$ cat src/rtl/ctr_field_incr.sv
module ctr_field_incr #(
  parameter int BLOCK_BITS = 128
) (
  input  logic                  clk,
  input  logic                  rst_n,
  input  logic [BLOCK_BITS-1:0] blk_in,
  input  logic [2:0]            size_sel,
  input  logic                  align_right,
  input  logic                  carry_down,
  input  logic                  step,
  output logic [BLOCK_BITS-1:0] blk_out
);
  localparam int NOCT = BLOCK_BITS / 8;
  localparam int IW   = $clog2(NOCT) + 1;

  logic [IW-1:0]         span;
  logic [IW-1:0]         base;
  logic                  valid;
  logic [NOCT-1:0]       fld;
  logic [IW-1:0]         rank [NOCT];
  logic [BLOCK_BITS-1:0] nxt;

  always_comb begin
    case (size_sel)
      3'd1:    span = IW'(1);
      3'd2:    span = IW'(2);
      3'd3:    span = IW'(4);
      3'd4:    span = IW'(8);
      3'd5:    span = IW'(NOCT);
      default: span = '0;
    endcase
  end

  assign valid = (span != '0);
  assign base  = (size_sel == 3'd5 || !align_right) ? '0 : IW'(NOCT) - span;

  always_comb begin
    for (int i = 0; i < NOCT; i++) begin
      fld[i]  = valid && (IW'(i) >= base) && (IW'(i) < base + span);
      rank[i] = carry_down ? (base + span - IW'(1) - IW'(i)) : (IW'(i) - base);
    end
  end

  always_comb begin
    logic bump;
    for (int i = 0; i < NOCT; i++) begin
      bump = fld[i];
      for (int j = 0; j < NOCT; j++)
        if (fld[j] && (rank[j] < rank[i]) && (blk_in[8*j +: 8] != 8'hFF))
          bump = 1'b0;
      nxt[8*i +: 8] = blk_in[8*i +: 8] + {7'd0, bump};
    end
  end

  always_ff @(posedge clk or negedge rst_n) begin
    if (!rst_n)    blk_out <= '0;
    else if (step) blk_out <= nxt;
  end
endmodule


$ cat config.mk
export PLATFORM = sky130hd
export DESIGN_NAME = ctr_field_incr
export DESIGN_NICKNAME = d
export VERILOG_FILES = /design/src/rtl/ctr_field_incr.sv
export SDC_FILE = /design/constraint.sdc
export NUM_CORES = 1
export LEC_CHECK = 0
export ABC_CLOCK_PERIOD_IN_PS = 840
export BUFFER_PORTS_ARGS = -buffer_cell sky130_fd_sc_hd__buf_2
export CAP_MARGIN = 20
export CORE_AREA = 2 2 186 188
export DETAILED_ROUTE_END_ITERATION = 7
export DIE_AREA = 0 0 188 190
export MAX_ROUTING_LAYER = met4
export PLACE_DENSITY_LB_ADDON = 0.3
export REMOVE_ABC_BUFFERS = 1
export SYNTH_ARGS = -nofsm -noshare
export SYNTH_HDL_FRONTEND = slang
export SYNTH_SLANG_ARGS = --single-unit
$ cat constraint.sdc
create_clock -name clk -period 0.84 [get_ports clk]
set_clock_uncertainty 0.2 [all_clocks]
set_input_delay 0.084 -clock clk [delete_from_list [all_inputs] [get_ports clk]]
set_output_delay 0.084 -clock clk [all_outputs]
set_load 0.005 [all_outputs]
==> impl_metrics.ini, run 1 <==
[clock_tree]
clock_path_buffers = 2
clk_root_buffer_cell = clkbuf_16
cts_made_buffers = 17
htreeDepth = 4
clock_sinks = 128

[status]
outcome = did not finish
error_line = [ERROR GRT-0232] Routing congestion too high. Check the congestion heatmap in the GUI.
lastStage = 5_1_grt

[logic_synthesis]
synth_enable_flop_cells = 0
async_flop_share_pct = 100
synth_area_um2 = 17400
seq_area_frac_synth_pct = 18.4
synth_flop_cell = dfrtp_1
synth_cell_types = 98
syn_inst = 2068
syn-mean-instance-area_um2 = 8.42
synth-seq-cells = 128
yosys_warnings = 0

[placement]
numPortBuffers = 263
post-place-ws_ps = -6770
dp_hpwl_um = 70000
globalplace.congestion = 1.11
placed_area_um2 = 25000

[die]
rows = 68
die_y_um = 190
chipWidth_um = 188
ioPinCount = 264
initial_utilization_pct = 51.3

[global_routing]
grt_usage_pct = 78.9
overflow = 15
antenna_found_initial = 15
grt_max_degree = 44

[timing]
worstEndpointType = register input
postGrtWorstEndpoint = blk_out[12]$_DFFE_PN0P_/D
[through the flow]
step | cells | hold WS [ps]
detailed placement | 3502 | -244
CTS | 3624 | -718
floorplan | 2006 | -412
global placement | 3502 | -247
[cell usage after synthesis, drive strengths merged, types with 18 or more instances]
| cell | count | share of area, % |
|---|---|---|
| and2 | 21 | 0.75 |
| nand2 | 118 | 2.6 |
| inv | 74 | 1.6 |
| xor2 | 86 | 4.3 |
| clkbuf | 50 | 1.4 |
| nand4 | 18 | 0.65 |
| a31oi | 27 | 1.1 |
| a21oi | 290 | 8.5 |
| nand2b | 19 | 0.68 |
| nand3 | 95 | 2.7 |
| xnor2 | 43 | 2.2 |
| a21o | 126 | 5.5 |
| nor2 | 157 | 3.4 |
| and3 | 33 | 1.2 |
| nor3 | 18 | 0.57 |
| ha | 370 | 27 |
| dfrtp | 128 | 18 |
| o21ai | 88 | 2.6 |
| a211oi | 24 | 1.1 |
| mux2 | 36 | 2.3 |
[logic make-up after synthesis]
logic type,share of synthesized area (%)
adders and majority gates,26.7
buffers and inverters,3.44
AOI/OAI and AO/OA,26.4
xor gates and xnor gates,7.01
muxes,2.73
DFF,18.4
and+or+nand+nor,15.3
[routing by layer]
layer	GRT overflow	GRT usage, %
met2	7	93.9
met3	1	63.4
met5	-	-
met4	6	74.5
met1	1	78.2
[what timing repair did]
item	in CTS
buffers inserted	88
gates cloned	2
hold endpoints to repair	256
hold buffers	1
resized for setup	496
pin swaps	207
endpoints found under the setup margin	256
==> run 2: changes to the inputs <==
==> config.mk (replaced) <==
export PLATFORM = sky130hd
export DESIGN_NAME = ctr_field_incr
export DESIGN_NICKNAME = d
export VERILOG_FILES = /design/src/rtl/ctr_field_incr.sv
export SDC_FILE = /design/constraint.sdc
export NUM_CORES = 1
export LEC_CHECK = 0
export ABC_CLOCK_PERIOD_IN_PS = 1100
export BUFFER_PORTS_ARGS = -buffer_cell sky130_fd_sc_hd__buf_2
export CAP_MARGIN = 20
export CORE_AREA = 2 2 220 222
export DETAILED_ROUTE_END_ITERATION = 7
export DIE_AREA = 0 0 222 224
export PLACE_DENSITY_LB_ADDON = 0.15
export REMOVE_ABC_BUFFERS = 1
export SYNTH_ARGS = -nofsm -noshare
export SYNTH_HDL_FRONTEND = slang
export SYNTH_SLANG_ARGS = --single-unit
==> constraint.sdc (replaced) <==
create_clock -name clk -period 1.1 [get_ports clk]
set_clock_uncertainty 0.2 [all_clocks]
set_input_delay 0.11 -clock clk [delete_from_list [all_inputs] [get_ports clk]]
set_output_delay 0.11 -clock clk [all_outputs]
set_load 0.005 [all_outputs]
==> run 2 against run 1 <==
The flow now finishes, with violations (hold timing, setup timing). Synthesized cell count unchanged. Area after synthesis unchanged.
==> impl_metrics.ini, run 2 <==
[critical_path]
arrival_ps = 6520
crit_required_ps = 1250
crit_fanout = 5
slowest_stage = or4b_4
end_kind = flip-flop
crit_family = compound AO/OA/AOI/OAI gates
worst_path_largest_cell_delay_ps = 560
crit_top_cell = ha_4
cp_num_buf_inv = 7
crit_type = primary input to flip-flop
start_kind = primary input

[logic_synthesis]
async_flop_share_pct = 100
yosysMostFrequentCell = ha_1
syn_inst = 2068
synth_flop_cell = dfrtp_1
synth_top_family_by_area = adder cells
synth_mux_area_share_pct = 2.73
synth-seq-cells = 128
synth_top_area_cell = ha_1
synth_enable_flop_cells = 0
synth_cell_types = 98
synth_xor_area_share_pct = 7.01
synth.top_cell.area_share_pct = 26.6
synth_compound_area_share_pct = 26.4
yosys_warnings = 0
synthTopCellsByArea = ha_1, dfrtp_1, a21oi_1
seq_area_frac_synth_pct = 18.4
synth_area_um2 = 17400
ys_top_cells_by_count = ha_1, a21oi_1, nor2_1, dfrtp_1, a21o_1
syn-mean-instance-area_um2 = 8.42
synth_simple_gate_area_share_pct = 15.3
synthAdderAreaFrac_pct = 26.7

[clock_tree]
clk_root_buffer_cell = clkbuf_16
clock_path_buffers = 2
cts_made_buffers = 17
hold_buffers = 116
clock_sinks = 128
cts_tree = yes
clkTransAtPathRegs_ps = 70
htreeDepth = 4
clkLatencyLatePin_ps = 460

[routing]
route.vias.total = 22300
drc = 0
wl_um = 96600
drtAntennaViolNets = 0
drt_pass1_iterations = 5
drtIter0Drc = 1463
wire_per_inst_um = 24.6
routed_via_density = 5.67

[timing]
final-hold-violation-count = 51
worstMarginPinSlew_ps = 722
rsz0062_at_grt = yes
finalMaxSlewViolations = 0
slew_headroom_pct = 51.3
fmax_ghz = 0.157
post-route-period-util_pct = 579
setup_slack_ps = -5270
period_minus_slack_ps = 6370
setup_viol = 256
holdWs_ps = -134

[power]
power_density_nw_per_um2 = 1600
leakagePower_nw = 15.0
max-vdd-ir-drop_mv = 1.57

[finish]
n_antenna_cell = 0
layout_commonest_cell = buf_4
drive_above_1_share_pct = 50.8
reg_top3 = blk_out (128)
syn_to_final_growth_pct = 81.9
largest_reg_flops = 128
layout_common_cells = buf_4, ha_1, buf_2, a21oi_1, nor2_1
regMostFlops = blk_out
nets = 3808
final_cells = 3930

[min_path]
min-delay-path-class = primary input to async pin

[global_routing]
overflow = 0
grt_usage_pct = 36.1
grt_pass1_vias = 21905
grt_max_degree = 41
grt_pass1_wl_um = 135000
antenna_found_initial = 2

[die]
initial_utilization_pct = 36.8
dieArea_um2 = 49700
chipWidth_um = 222
ioPinCount = 264
die_y_um = 224
rows = 80
core_area_um2 = 47300

[status]
outcome = finished with violations
violations = hold timing, setup timing

[placement]
dp_hpwl_um = 72700
numPortBuffers = 263
globalplace.congestion = 1.03
placed_cells = 3633

[job]
drv_cap = 0
## run 2: cell counts after synthesis
No cell type changed its count.
## run 2: cell families (layout without fill, tap and decap cells)
kind of cell,after synthesis,count (layout)
AO/OA/AOI/OAI,712,712
XOR/XNOR,133,133
adder cells (fa/ha/maj),372,372
buffers and inverters,136,1383
flip-flops,128,128
multiplexers,43,43
AND/OR/NAND/NOR,544,544
## run 2: through the flow
step                      power (mW)  util, %  area, µm²  worst slack (ps)  setup TNS (ps)
after floorplan                 18.7        -      17100             -6650         -770190
after global placement          34.0     52.8      25000             -6540         -762200
after detailed placement        34.5     52.8      25000             -6590         -770890
after CTS                       43.6     60.4      28600             -4900         -628350
after global routing            53.1     66.9      31700             -5410         -673410
final                           50.6     66.9      31700             -5270         -649010
## run 2: repair_timing
item | CTS | global route
setup endpoints to repair | 256 | 256
endpoints found under the hold margin | 256 | 45
resized for setup | 295 | 432
pin swaps | 115 | 234
buffers inserted | 67 | 86
cloned | 1 | 2
## run 2: worst paths after layout
check	from	endpoint	slack [ps]	cells past startpoint
hold / removal	rst_n	blk_out[9]	-130	2
setup reg to reg	blk_out[49]	blk_out[49]	90	1
max in group asynchronous	rst_n	blk_out[55]	330	3
min in group clk	blk_in[24]	blk_out[24]	-100	4
setup / recovery	size_sel[2]	blk_out[14]	-5270	34
hold reg to reg	blk_out[32]	blk_out[32]	310	1
## run 2: layout make-up
type / instances / area [µm²]
multi-input cells: 1804 / 16800
fillers: 3742 / 15700
repair buffers: 1277 / 9960
flip-flops and latches: 128 / 3200
well taps: 615 / 769
clock buffers: 17 / 425
inverters: 74 / 315
clock inverters: 15 / 144
## run 2: power breakdown
group / leakage [nW] / internal (mW) / switching [mW] / total [mW]
clock: 0.279 / 2.98 / 2.62 / 5.61
sequential: 1.44 / 5.28 / 0.363 / 5.65
combinational: 13.3 / 19.0 / 20.3 / 39.3
total: 15.0 / 27.3 / 23.3 / 50.6
## run 2: per-layer routing
metal  GRT usage [%]  share of wire [%]  up-vias
met2            57.6                 45      991
li1                -                  -    10235
met4            24.0                7.6        4
met3            6.06                7.2      309
met5               0              0.032        -
met1            45.0                 40    10761
Power figures use the tool's default switching activity.
==> run 3: changes to the inputs <==
--- a/config.mk
+++ b/config.mk
@@ -11,6 +11,7 @@
 export CORE_AREA = 2 2 220 222
 export DETAILED_ROUTE_END_ITERATION = 7
 export DIE_AREA = 0 0 222 224
+export GPL_TIMING_DRIVEN = 0
 export PLACE_DENSITY_LB_ADDON = 0.15
 export REMOVE_ABC_BUFFERS = 1
 export SYNTH_ARGS = -nofsm -noshare
==> run 3 against run 2 <==
The flow still finishes with violations (hold timing, setup timing). Sequential power decreased by 1%. Global-route usage decreased by 3.9 points. Wire length decreased by 13%. Critical endpoint is now blk_out[12].
==> impl_metrics.ini, run 3 (synthesis gave the netlist of run 2 again) <==
[finish]
layout_common_cells = ha_1, buf_2, a21oi_1, buf_4, nor2_1
regMostFlops = blk_out
post-route-util_pct = 56.0
reg_top3 = blk_out (128)
largest_reg_flops = 128
syn_to_final_growth_pct = 52.2
layout_commonest_cell = ha_1
final_area_um2 = 26500
drive_above_1_share_pct = 39.2
n_antenna_cell = 0
nets = 3162

[critical_path]
worstRegToRegCells = 2
crit_fanout = 4
end_kind = flip-flop
crit_top_cell = ha_4
r2r-end = blk_out[73]
setup.worst_path.end = blk_out[12]
arrival_ps = 6630
crit_required_ps = 1220
cp-startpoint = size_sel[2]
worst_path_largest_cell_delay_ps = 570
r2r-start = blk_out[73]
start_kind = primary input
slowest_stage = or4b_4
reg2reg_slack_ps = 10
crit_type = primary input to flip-flop

[routing]
drtIter0Drc = 1684
drtAntennaViolNets = 0
drc = 0
drt_pass1_iterations = 5
routed_via_density = 5.95
wl_um = 83700
wire_per_inst_um = 25.5
route.vias.total = 19533

[clock_tree]
clkLatencyLatePin_ps = 440
clock_path_buffers = 2
cts_made_buffers = 17
hold_buffers = 106
cts_tree = yes
htreeDepth = 4
clkTransAtPathRegs_ps = 70
clk_root_buffer_cell = clkbuf_16
clock_sinks = 128

[global_routing]
antenna_found_initial = 1
grt_max_degree = 126
grt_pass1_wl_um = 120000
overflow = 0
grt_usage_pct = 32.2
grt_pass1_vias = 18875

[timing]
tns_ps = -670410
rsz0062_at_grt = yes
period_minus_slack_ps = 6510
fmax_ghz = 0.154
slew_headroom_pct = 25.0
setup_viol = 256
finalMaxSlewViolations = 0
worstMarginPinSlew_ps = 1120
final-hold-violation-count = 188
setup_slack_ps = -5410
holdWs_ps = -623
post-route-period-util_pct = 592

[power]
leakagePower_nw = 11.6
power_density_nw_per_um2 = 1630
max-vdd-ir-drop_mv = 1.29

[die]
dieArea_um2 = 49700
rows = 80
initial_utilization_pct = 36.8
ioPinCount = 264
die_y_um = 224
chipWidth_um = 222
core_area_um2 = 47300

[placement]
dp_hpwl_um = 60000
placed_area_um2 = 19600
numPortBuffers = 263
post-place-ws_ps = -9130
globalplace.congestion = 1.02

[job]
drv_cap = 0

[status]
outcome = finished with violations
violations = hold timing, setup timing

[min_path]
min-delay-path-class = primary input to async pin
==> run 3: critical path: cells and delay by family <==
family | cells | cell delay, ps
AOI/OAI and AO/OA | 11 | 2200
xor gates and xnor gates | 4 | 870
adders and majority gates | 7 | 1520
buffers and inverters | 6 | 680
and+or+nand+nor | 7 | 1220
==> run 3: per-stage QoR <==
step | instances | total power [mW]
after global placement | 2884 | 26.1
after floorplan | 2006 | 18.7
after detailed placement | 2913 | 27.2
final | 3284 | 43.2
after global routing | 3284 | 45.6
after CTS | 3195 | 39.3
==> run 3: worst min-delay path by stage <==
stage	start	endpoint	depth (start not counted)
after global placement	blk_in[127]	blk_out[127]	3
after CTS	rst_n	blk_out[8]	1
after global routing	rst_n	blk_out[27]	1
after floorplan	rst_n	blk_out[0]	0
after detailed placement	rst_n	blk_out[5]	1
final	rst_n	blk_out[4]	1
==> run 3: cell type report <==
cell class	instances	area, µm²
clock buffer	17	425
clock inverter	15	159
fill	4142	20800
inverter	74	360
multi-input combinational	1804	16700
sequential	128	3200
tap	615	769
timing repair buffer	631	4880
==> run 3: layer usage <==
layer | vias to the layer above | global-route usage, % | share of wire, % | wire (µm)
li1 | 8915 | - | - | -
met1 | 9525 | 41.3 | 41 | 34400
met2 | 874 | 51.5 | 45 | 37900
met3 | 217 | 6.14 | 8.1 | 6790
met4 | 2 | 16.7 | 5.5 | 4580
met5 | - | 0 | 0.019 | 16
==> run 3: what timing repair did <==
action	4_1_cts	5_1_grt
setup endpoints to repair	256	256
endpoints found under the hold margin	256	172
pin swaps	138	171
setup buffers	143	88
resized for setup	452	211
cloned	1	0
==> run 3: power breakdown <==
part / switching (mW) / leakage [nW] / internal, mW
Sequential: 0.307 / 1.44 / 5.28
Clock: 2.56 / 0.285 / 3.21
Combinational: 18.2 / 9.90 / 13.6
